$ cat config.mk
export PLATFORM = sky130hd
export DESIGN_NAME = lnk_pmu_bank
export DESIGN_NICKNAME = d
export VERILOG_FILES = /design/src/rtl/lnk_pmu_pkg.sv /design/src/rtl/lnk_pmu_trig.sv /design/src/rtl/lnk_pmu_ctr.sv /design/src/rtl/lnk_pmu_regs.sv /design/src/rtl/lnk_pmu_bank.sv
export SDC_FILE = /design/constraint.sdc
export NUM_CORES = 2
export LEC_CHECK = 0
export BUFFER_PORTS_ARGS = -buffer_cell sky130_fd_sc_hd__buf_2
export CORE_ASPECT_RATIO = 1.1
export CORE_MARGIN = 2
export CORE_UTILIZATION = 60
export DETAILED_ROUTE_END_ITERATION = 7
export PLACE_DENSITY = 0.76
export SLEW_MARGIN = 20
export SYNTH_ARGS = -nofsm -noshare
export SYNTH_HDL_FRONTEND = slang
export SYNTH_SLANG_ARGS = --single-unit
$ cat constraint.sdc
create_clock -name clk -period 4.3 [get_ports clk]
set_clock_uncertainty 0.1 [all_clocks]
set_input_delay 0.645 -clock clk [delete_from_list [all_inputs] [get_ports clk]]
set_output_delay 0.645 -clock clk [all_outputs]
set_load 0.05 [all_outputs]
$ cat src/rtl/lnk_pmu_pkg.sv
package lnk_pmu_pkg;

    localparam int EVT_N    = 4;
    localparam int CODE_W   = 10;
    localparam int SEL_W    = 8;
    localparam int SEL_BASE = 8;

    localparam logic [11:0] OFS_CTL  = 12'h108;
    localparam logic [11:0] OFS_CFG0 = 12'h10C;
    localparam logic [11:0] OFS_SEL  = 12'h12C;
    localparam logic [11:0] OFS_LO   = 12'h130;
    localparam logic [11:0] OFS_HI   = 12'h134;

    localparam logic [CODE_W-1:0] CODE_REQ  = 10'h03D;
    localparam logic [CODE_W-1:0] CODE_SNP  = 10'h065;
    localparam logic [CODE_W-1:0] CODE_DAT  = 10'h105;
    localparam logic [CODE_W-1:0] CODE_IRQ  = 10'h12D;

    // Per-counter configuration: mode bit 11, polarity bit 10, code [9:0]
    typedef struct packed {
        logic              edge_mode;
        logic              pol_high;
        logic [CODE_W-1:0] code;
    } cnt_cfg_t;

    typedef struct packed {
        logic clr;
        logic start;
        logic en;
    } glb_ctl_t;

    function automatic logic [EVT_N-1:0] code_to_onehot(input logic [CODE_W-1:0] code);
        logic [EVT_N-1:0] oh;
        case (code)
            CODE_REQ: oh = 4'b0001;
            CODE_SNP: oh = 4'b0010;
            CODE_DAT: oh = 4'b0100;
            CODE_IRQ: oh = 4'b1000;
            default:  oh = '0;
        endcase
        return oh;
    endfunction

endpackage

$ cat src/rtl/lnk_pmu_trig.sv
module lnk_pmu_trig
    import lnk_pmu_pkg::*;
#(
    parameter int NUM_CNT = 8
) (
    input  logic                      clk,
    input  logic                      rst_n,
    input  logic [EVT_N-1:0]          evt_in,
    input  cnt_cfg_t [NUM_CNT-1:0]    cfg,
    output logic [NUM_CNT-1:0]        hit
);

    typedef struct packed {
        logic [EVT_N-1:0] prev;
    } trig_st_t;

    trig_st_t st_d, st_q;

    always_comb begin
        st_d      = st_q;
        st_d.prev = evt_in;
    end

    always_ff @(posedge clk or negedge rst_n) begin
        if (!rst_n) st_q <= '0;
        else        st_q <= st_d;
    end

    // One qualifier per counter: code decode, then edge or level test
    for (genvar g = 0; g < NUM_CNT; g++) begin : g_qual
        logic [EVT_N-1:0] sel_oh;
        logic             cur, prv, valid, fire;

        always_comb begin
            sel_oh = code_to_onehot(cfg[g].code);
            valid  = |sel_oh;
            cur    = |(sel_oh & evt_in);
            prv    = |(sel_oh & st_q.prev);
            if (cfg[g].edge_mode)
                fire = cfg[g].pol_high ? (cur & ~prv) : (~cur & prv);
            else
                fire = cfg[g].pol_high ? cur : ~cur;
        end

        assign hit[g] = valid & fire;
    end

endmodule

$ cat src/rtl/lnk_pmu_ctr.sv
module lnk_pmu_ctr #(
    parameter int NUM_CNT = 8,
    parameter int CNT_W   = 64
) (
    input  logic                             clk,
    input  logic                             rst_n,
    input  logic                             run,
    input  logic                             clr,
    input  logic [NUM_CNT-1:0]               hit,
    output logic [NUM_CNT-1:0][CNT_W-1:0]    cnt
);

    typedef struct packed {
        logic [NUM_CNT-1:0][CNT_W-1:0] val;
    } ctr_st_t;

    ctr_st_t st_d, st_q;

    always_comb begin
        st_d = st_q;
        for (int i = 0; i < NUM_CNT; i++) begin
            if (clr)
                st_d.val[i] = '0;
            else if (run && hit[i])
                st_d.val[i] = st_q.val[i] + CNT_W'(1);
        end
    end

    always_ff @(posedge clk or negedge rst_n) begin
        if (!rst_n) st_q <= '0;
        else        st_q <= st_d;
    end

    assign cnt = st_q.val;

endmodule

$ cat src/rtl/lnk_pmu_regs.sv
module lnk_pmu_regs
    import lnk_pmu_pkg::*;
#(
    parameter int NUM_CNT = 8,
    parameter int CNT_W   = 64,
    parameter int ADDR_W  = 12,
    parameter int DATA_W  = 32
) (
    input  logic                             clk,
    input  logic                             rst_n,
    input  logic                             wr_en,
    input  logic                             rd_en,
    input  logic [ADDR_W-1:0]                addr,
    input  logic [DATA_W-1:0]                wdata,
    input  logic [NUM_CNT-1:0][CNT_W-1:0]    cnt,
    output logic [DATA_W-1:0]                rdata,
    output glb_ctl_t                         ctl,
    output cnt_cfg_t [NUM_CNT-1:0]           cfg,
    output logic [CNT_W-1:0]                 snap
);

    localparam int CFG_W = $bits(cnt_cfg_t);

    typedef struct packed {
        glb_ctl_t                ctl;
        cnt_cfg_t [NUM_CNT-1:0]  cfg;
        logic [SEL_W-1:0]        sel;
        logic [CNT_W-1:0]        snap;
        logic [DATA_W-1:0]       rdata;
    } reg_st_t;

    reg_st_t st_d, st_q;
    logic [DATA_W-1:0] rd_mux;

    always_comb begin
        st_d = st_q;

        // reset request lasts one cycle unless rewritten
        st_d.ctl.clr = 1'b0;

        if (wr_en) begin
            if (addr == ADDR_W'(OFS_CTL)) begin
                st_d.ctl.en    = wdata[0];
                st_d.ctl.start = wdata[1];
                st_d.ctl.clr   = wdata[4];
            end
            for (int i = 0; i < NUM_CNT; i++) begin
                if (addr == ADDR_W'(int'(OFS_CFG0) + 4 * i))
                    st_d.cfg[i] = cnt_cfg_t'(wdata[CFG_W-1:0]);
            end
            if (addr == ADDR_W'(OFS_SEL)) begin
                st_d.sel  = wdata[SEL_W-1:0];
                st_d.snap = '0;
                for (int i = 0; i < NUM_CNT; i++) begin
                    if (wdata == DATA_W'(SEL_BASE + i))
                        st_d.snap = cnt[i];
                end
            end
        end

        rd_mux = '0;
        if (addr == ADDR_W'(OFS_CTL))
            rd_mux = DATA_W'({st_q.ctl.clr, 2'b00, st_q.ctl.start, st_q.ctl.en});
        for (int i = 0; i < NUM_CNT; i++) begin
            if (addr == ADDR_W'(int'(OFS_CFG0) + 4 * i))
                rd_mux = DATA_W'(st_q.cfg[i]);
        end
        if (addr == ADDR_W'(OFS_SEL)) rd_mux = DATA_W'(st_q.sel);
        if (addr == ADDR_W'(OFS_LO))  rd_mux = st_q.snap[DATA_W-1:0];
        if (addr == ADDR_W'(OFS_HI))  rd_mux = DATA_W'(st_q.snap >> DATA_W);

        if (rd_en) st_d.rdata = rd_mux;
    end

    always_ff @(posedge clk or negedge rst_n) begin
        if (!rst_n) st_q <= '0;
        else        st_q <= st_d;
    end

    assign rdata = st_q.rdata;
    assign ctl   = st_q.ctl;
    assign cfg   = st_q.cfg;
    assign snap  = st_q.snap;

endmodule

$ cat src/rtl/lnk_pmu_bank.sv
module lnk_pmu_bank
    import lnk_pmu_pkg::*;
#(
    parameter int NUM_CNT = 8,
    parameter int CNT_W   = 64,
    parameter int ADDR_W  = 12,
    parameter int DATA_W  = 32
) (
    input  logic              clk,
    input  logic              rst_n,
    input  logic              wr_en,
    input  logic              rd_en,
    input  logic [ADDR_W-1:0] addr,
    input  logic [DATA_W-1:0] wdata,
    output logic [DATA_W-1:0] rdata,
    input  logic [EVT_N-1:0]  evt_in
);

    glb_ctl_t                       ctl;
    cnt_cfg_t [NUM_CNT-1:0]         cfg;
    logic [NUM_CNT-1:0]             hit;
    logic [NUM_CNT-1:0][CNT_W-1:0]  cnt;
    logic [CNT_W-1:0]               snap;
    logic                           run;
    logic                           clr;

    assign run = ctl.en & ctl.start & ~ctl.clr;
    assign clr = ctl.clr;

    lnk_pmu_regs #(
        .NUM_CNT(NUM_CNT), .CNT_W(CNT_W), .ADDR_W(ADDR_W), .DATA_W(DATA_W)
    ) u_regs (
        .clk(clk), .rst_n(rst_n), .wr_en(wr_en), .rd_en(rd_en),
        .addr(addr), .wdata(wdata), .cnt(cnt), .rdata(rdata),
        .ctl(ctl), .cfg(cfg), .snap(snap)
    );

    lnk_pmu_trig #(
        .NUM_CNT(NUM_CNT)
    ) u_trig (
        .clk(clk), .rst_n(rst_n), .evt_in(evt_in), .cfg(cfg), .hit(hit)
    );

    lnk_pmu_ctr #(
        .NUM_CNT(NUM_CNT), .CNT_W(CNT_W)
    ) u_ctr (
        .clk(clk), .rst_n(rst_n), .run(run), .clr(clr), .hit(hit), .cnt(cnt)
    );

endmodule

==> results.ini <==
[setup_path]
ff2ff_setup_slack_ns = 0.53
rr_endpoint = u_ctr.cnt[432]$_DFFE_PN0P_
crit_path_start_kind = register
reg2reg_from = u_regs.cfg[78]$_DFFE_PN0P_
required_ns = 4.74
crit_type = reg2reg
reg2reg_depth = 8
crit_fanout = 12
cp_data_arrival_time_ns = 4.21
cp-end-kind = register

[final_layout]
fillCellCount = 5666
stdcell_count = 5565
finalNetCount = 4638
area_growth_syn_to_layout_pct = 9.51
seq_area_sq_mm = 0.0180
drive_gt1_share_pct = 11.5
multi_input_area_sq_mm = 0.0219

[timing]
period_minus_slack_ns = 3.77
hold_ws_ns = -0.0325
slew_headroom_pct = 28.9
period_share_pct = 87.6
setup_ws_ns = 0.532
fmax_mhz = 265
setup_viol = 0
tns_ns = 0
drv_slew = 0
rsz0062_at_grt = no
finalHoldViolCount = 27
worst_pin_slew_ns = 1.06

[clock_tree]
cts_hold_buffers = 0
clk_latency_ns = 0.64
cts_root_buffer = clkbuf_16
max-clock-path-buffers = 3
post_cts_resized = 0
h-tree-depth = 3
cts_setup_buffers = 0
clk_pin_slew_worst_paths_ns = 0.06
cts_made_buffers = 78
clock_sinks = 719
cts_tree = done

[global_routing]
grt_start_max_net_pins = 190
antenna_found_initial = 4
grt_pass1_wl_mm = 204
grt_use_total_pct = 37.0
overflow = 0
grt_pass1_vias = 34700

[pwr]
p_clk_share_pct = 48.3
worst_ir_drop_vdd_v = 0.000335
pwr-share-seq_pct = 47.6
combPwrFrac_pct = 4.1
switching_power_w = 0.00334
intPower_w = 0.0110
powerDensity_mw_per_mm2 = 317
swShare_pct = 23.2
cellLeakagePower_nw = 19.5
power_w = 0.0144

[route]
final_antenna_net_count = 0
wl_mm = 131
drt_iter0_drc = 4972
wl_per_cell_microns = 23.6
firstDrtPassIters = 8
via_count = 37700
drc = 0
viasPerCell = 6.77

[yosys]
synth_edf_count = 0
synth_top_flop_cell = dfrtp_1
syn_area_per_cell_sq_um = 8.96
ys_ff_latch = 719
synth-async-reset-ratio_pct = 100
synth_seq_area_share_pct = 43.4
synth_nets = 4686
syn_inst = 4626
yosys.cell_types.count = 90
ys_warn_count = 0
yosys-top-cells-area = dfrtp_1 43%, nand2_1 4.6%, nor2_1 4.2%
synth_top_cell_by_area = dfrtp_1
synth_top_area_share_pct = 43.4
netlist_area_sq_mm = 0.0415
netlist_top_cells_count = 719 x dfrtp_1, 513 x nand2_1, 461 x nor2_1
yosysMostFrequentCell = dfrtp_1

[outcome]
outcome = complete, but fails checks
violations = hold timing

[placed_design]
port_buffers = 83
dpl.cell_count = 5425
dp_worst_setup_slack_ns = 0.286
dp_hpwl_mm = 93.8
gp_congestion = 0.988

[floorplan]
io_pins = 84
fp.dieW_microns = 255
design.die.area_sq_mm = 0.0712
row_count = 101
initial_core_util_pct = 60.3
chipHeight_microns = 280
placeableCoreArea_sq_mm = 0.0687

[job]
drv_cap = 0

[worst_hold_path]
hp-class = in2async

[stage by stage]
stage	utilization (%)	cell area [sq um]
after floorplan	-	41500
after global placement	62.2	42800
after detailed placement	62.2	42800
after CTS	66.0	45400
after global routing	66.0	45400
final	66.0	45400
[how the worst max path moves through the flow]
stage / slack, ns / to / depth (start not counted) / startpoint
final: 0.53 / u_ctr.cnt[432]$_DFFE_PN0P_ / 8 / u_regs.cfg[78]$_DFFE_PN0P_
after global routing: 0.29 / u_ctr.cnt[252]$_DFFE_PN0P_ / 9 / u_ctr.cnt[201]$_DFFE_PN0P_
after CTS: 0.59 / u_ctr.cnt[185]$_DFFE_PN0P_ / 7 / u_regs.cfg[27]$_DFFE_PN0P_
after detailed placement: 0.29 / u_ctr.cnt[353]$_DFFE_PN0P_ / 9 / evt_in[1]
after global placement: 0.39 / u_ctr.cnt[353]$_DFFE_PN0P_ / 9 / evt_in[1]
after floorplan: 0.98 / u_regs.snap[43]$_DFFE_PN0P_ / 9 / addr[9]
[metal layers]
layer	vias to the layer above	share of wire (%)	track usage [%]
li1	16800	-	-
met2	2195	44	55.6
met5	-	0.0099	0
met3	328	11	5.99
met1	18400	40	53.1
met4	2	4.7	16.0
[worst max-delay path: stages (launching register included)]
cell and delay, ns:
dfrtp_1 0.50, nand4b_1 0.24, a2111oi_0 0.63, o31a_1 0.27, o2111ai_1 0.26, nand4bb_1 0.34
or3_1 0.61, or4_1 0.57, a21oi_1 0.16
[placed cells by master (no fill, tap or decap), types with 18 or more instances in the layout]
master	Yosys	layout
a21oi_1	247	247
buf_2	15	80
or2_2	26	26
a221oi_1	35	35
nand4_1	161	161
xor2_1	100	100
nand3b_1	21	21
o211ai_1	34	34
mux4_2	40	40
o31ai_1	52	52
mux2i_1	167	166
dfrtp_1	719	718
nor2_1	461	460
or3_1	132	131
and3_1	124	123
nand2_1	513	513
mux2_2	106	106
o21ai_0	284	284
clkbuf_16	0	82
nor4_1	65	62
xnor2_1	82	82
and2_1	38	38
nor3_1	99	94
buf_4	32	97
or4_1	39	39
and4_1	46	46
o22ai_1	18	18
o221ai_1	20	20
nand3_1	281	280
inv_1	70	70
nor2b_1	42	42
a31oi_1	28	27
[cell families after synthesis]
group,share of synthesized area [%]
XOR/XNOR,3.84
multiplexers,9.08
buffers and inverters,3.87
AO/OA/AOI/OAI,12.9
flip-flops,43.4
AND/OR/NAND/NOR,26.6
adder cells (fa/ha/maj),0.241
[layout make-up]
type / count / share of cell area [%]
Tap cell: 927 / 2.55
Multi-Input combinational cell: 3517 / 48.3
Clock buffer: 112 / 5.08
Inverter: 71 / 0.598
Antenna cell: 1 / 0.00551
Sequential cell: 719 / 39.6
Timing Repair Buffer: 191 / 3.09
Clock inverter: 27 / 0.692
[power by group through the flow]
stage	logic [W]	registers [W]	clock network, W
finish	0.000589	0.00685	0.00696
global route	0.000638	0.00685	0.00729
CTS	0.000588	0.00684	0.00703
detailed placement	0.000587	0.00697	0
global placement	0.000580	0.00697	0
floorplan	0.000298	0.00695	0
[state kept, by name (all words and copies together) (netlist names)]
register      flops
u_regs.snap      64
u_regs.rdata     32
u_ctr.cnt       512
u_trig.st_q       4
u_regs.ctl        3
u_regs.st_q       8
u_regs.cfg       96
(Power assumes the default switching activity.)
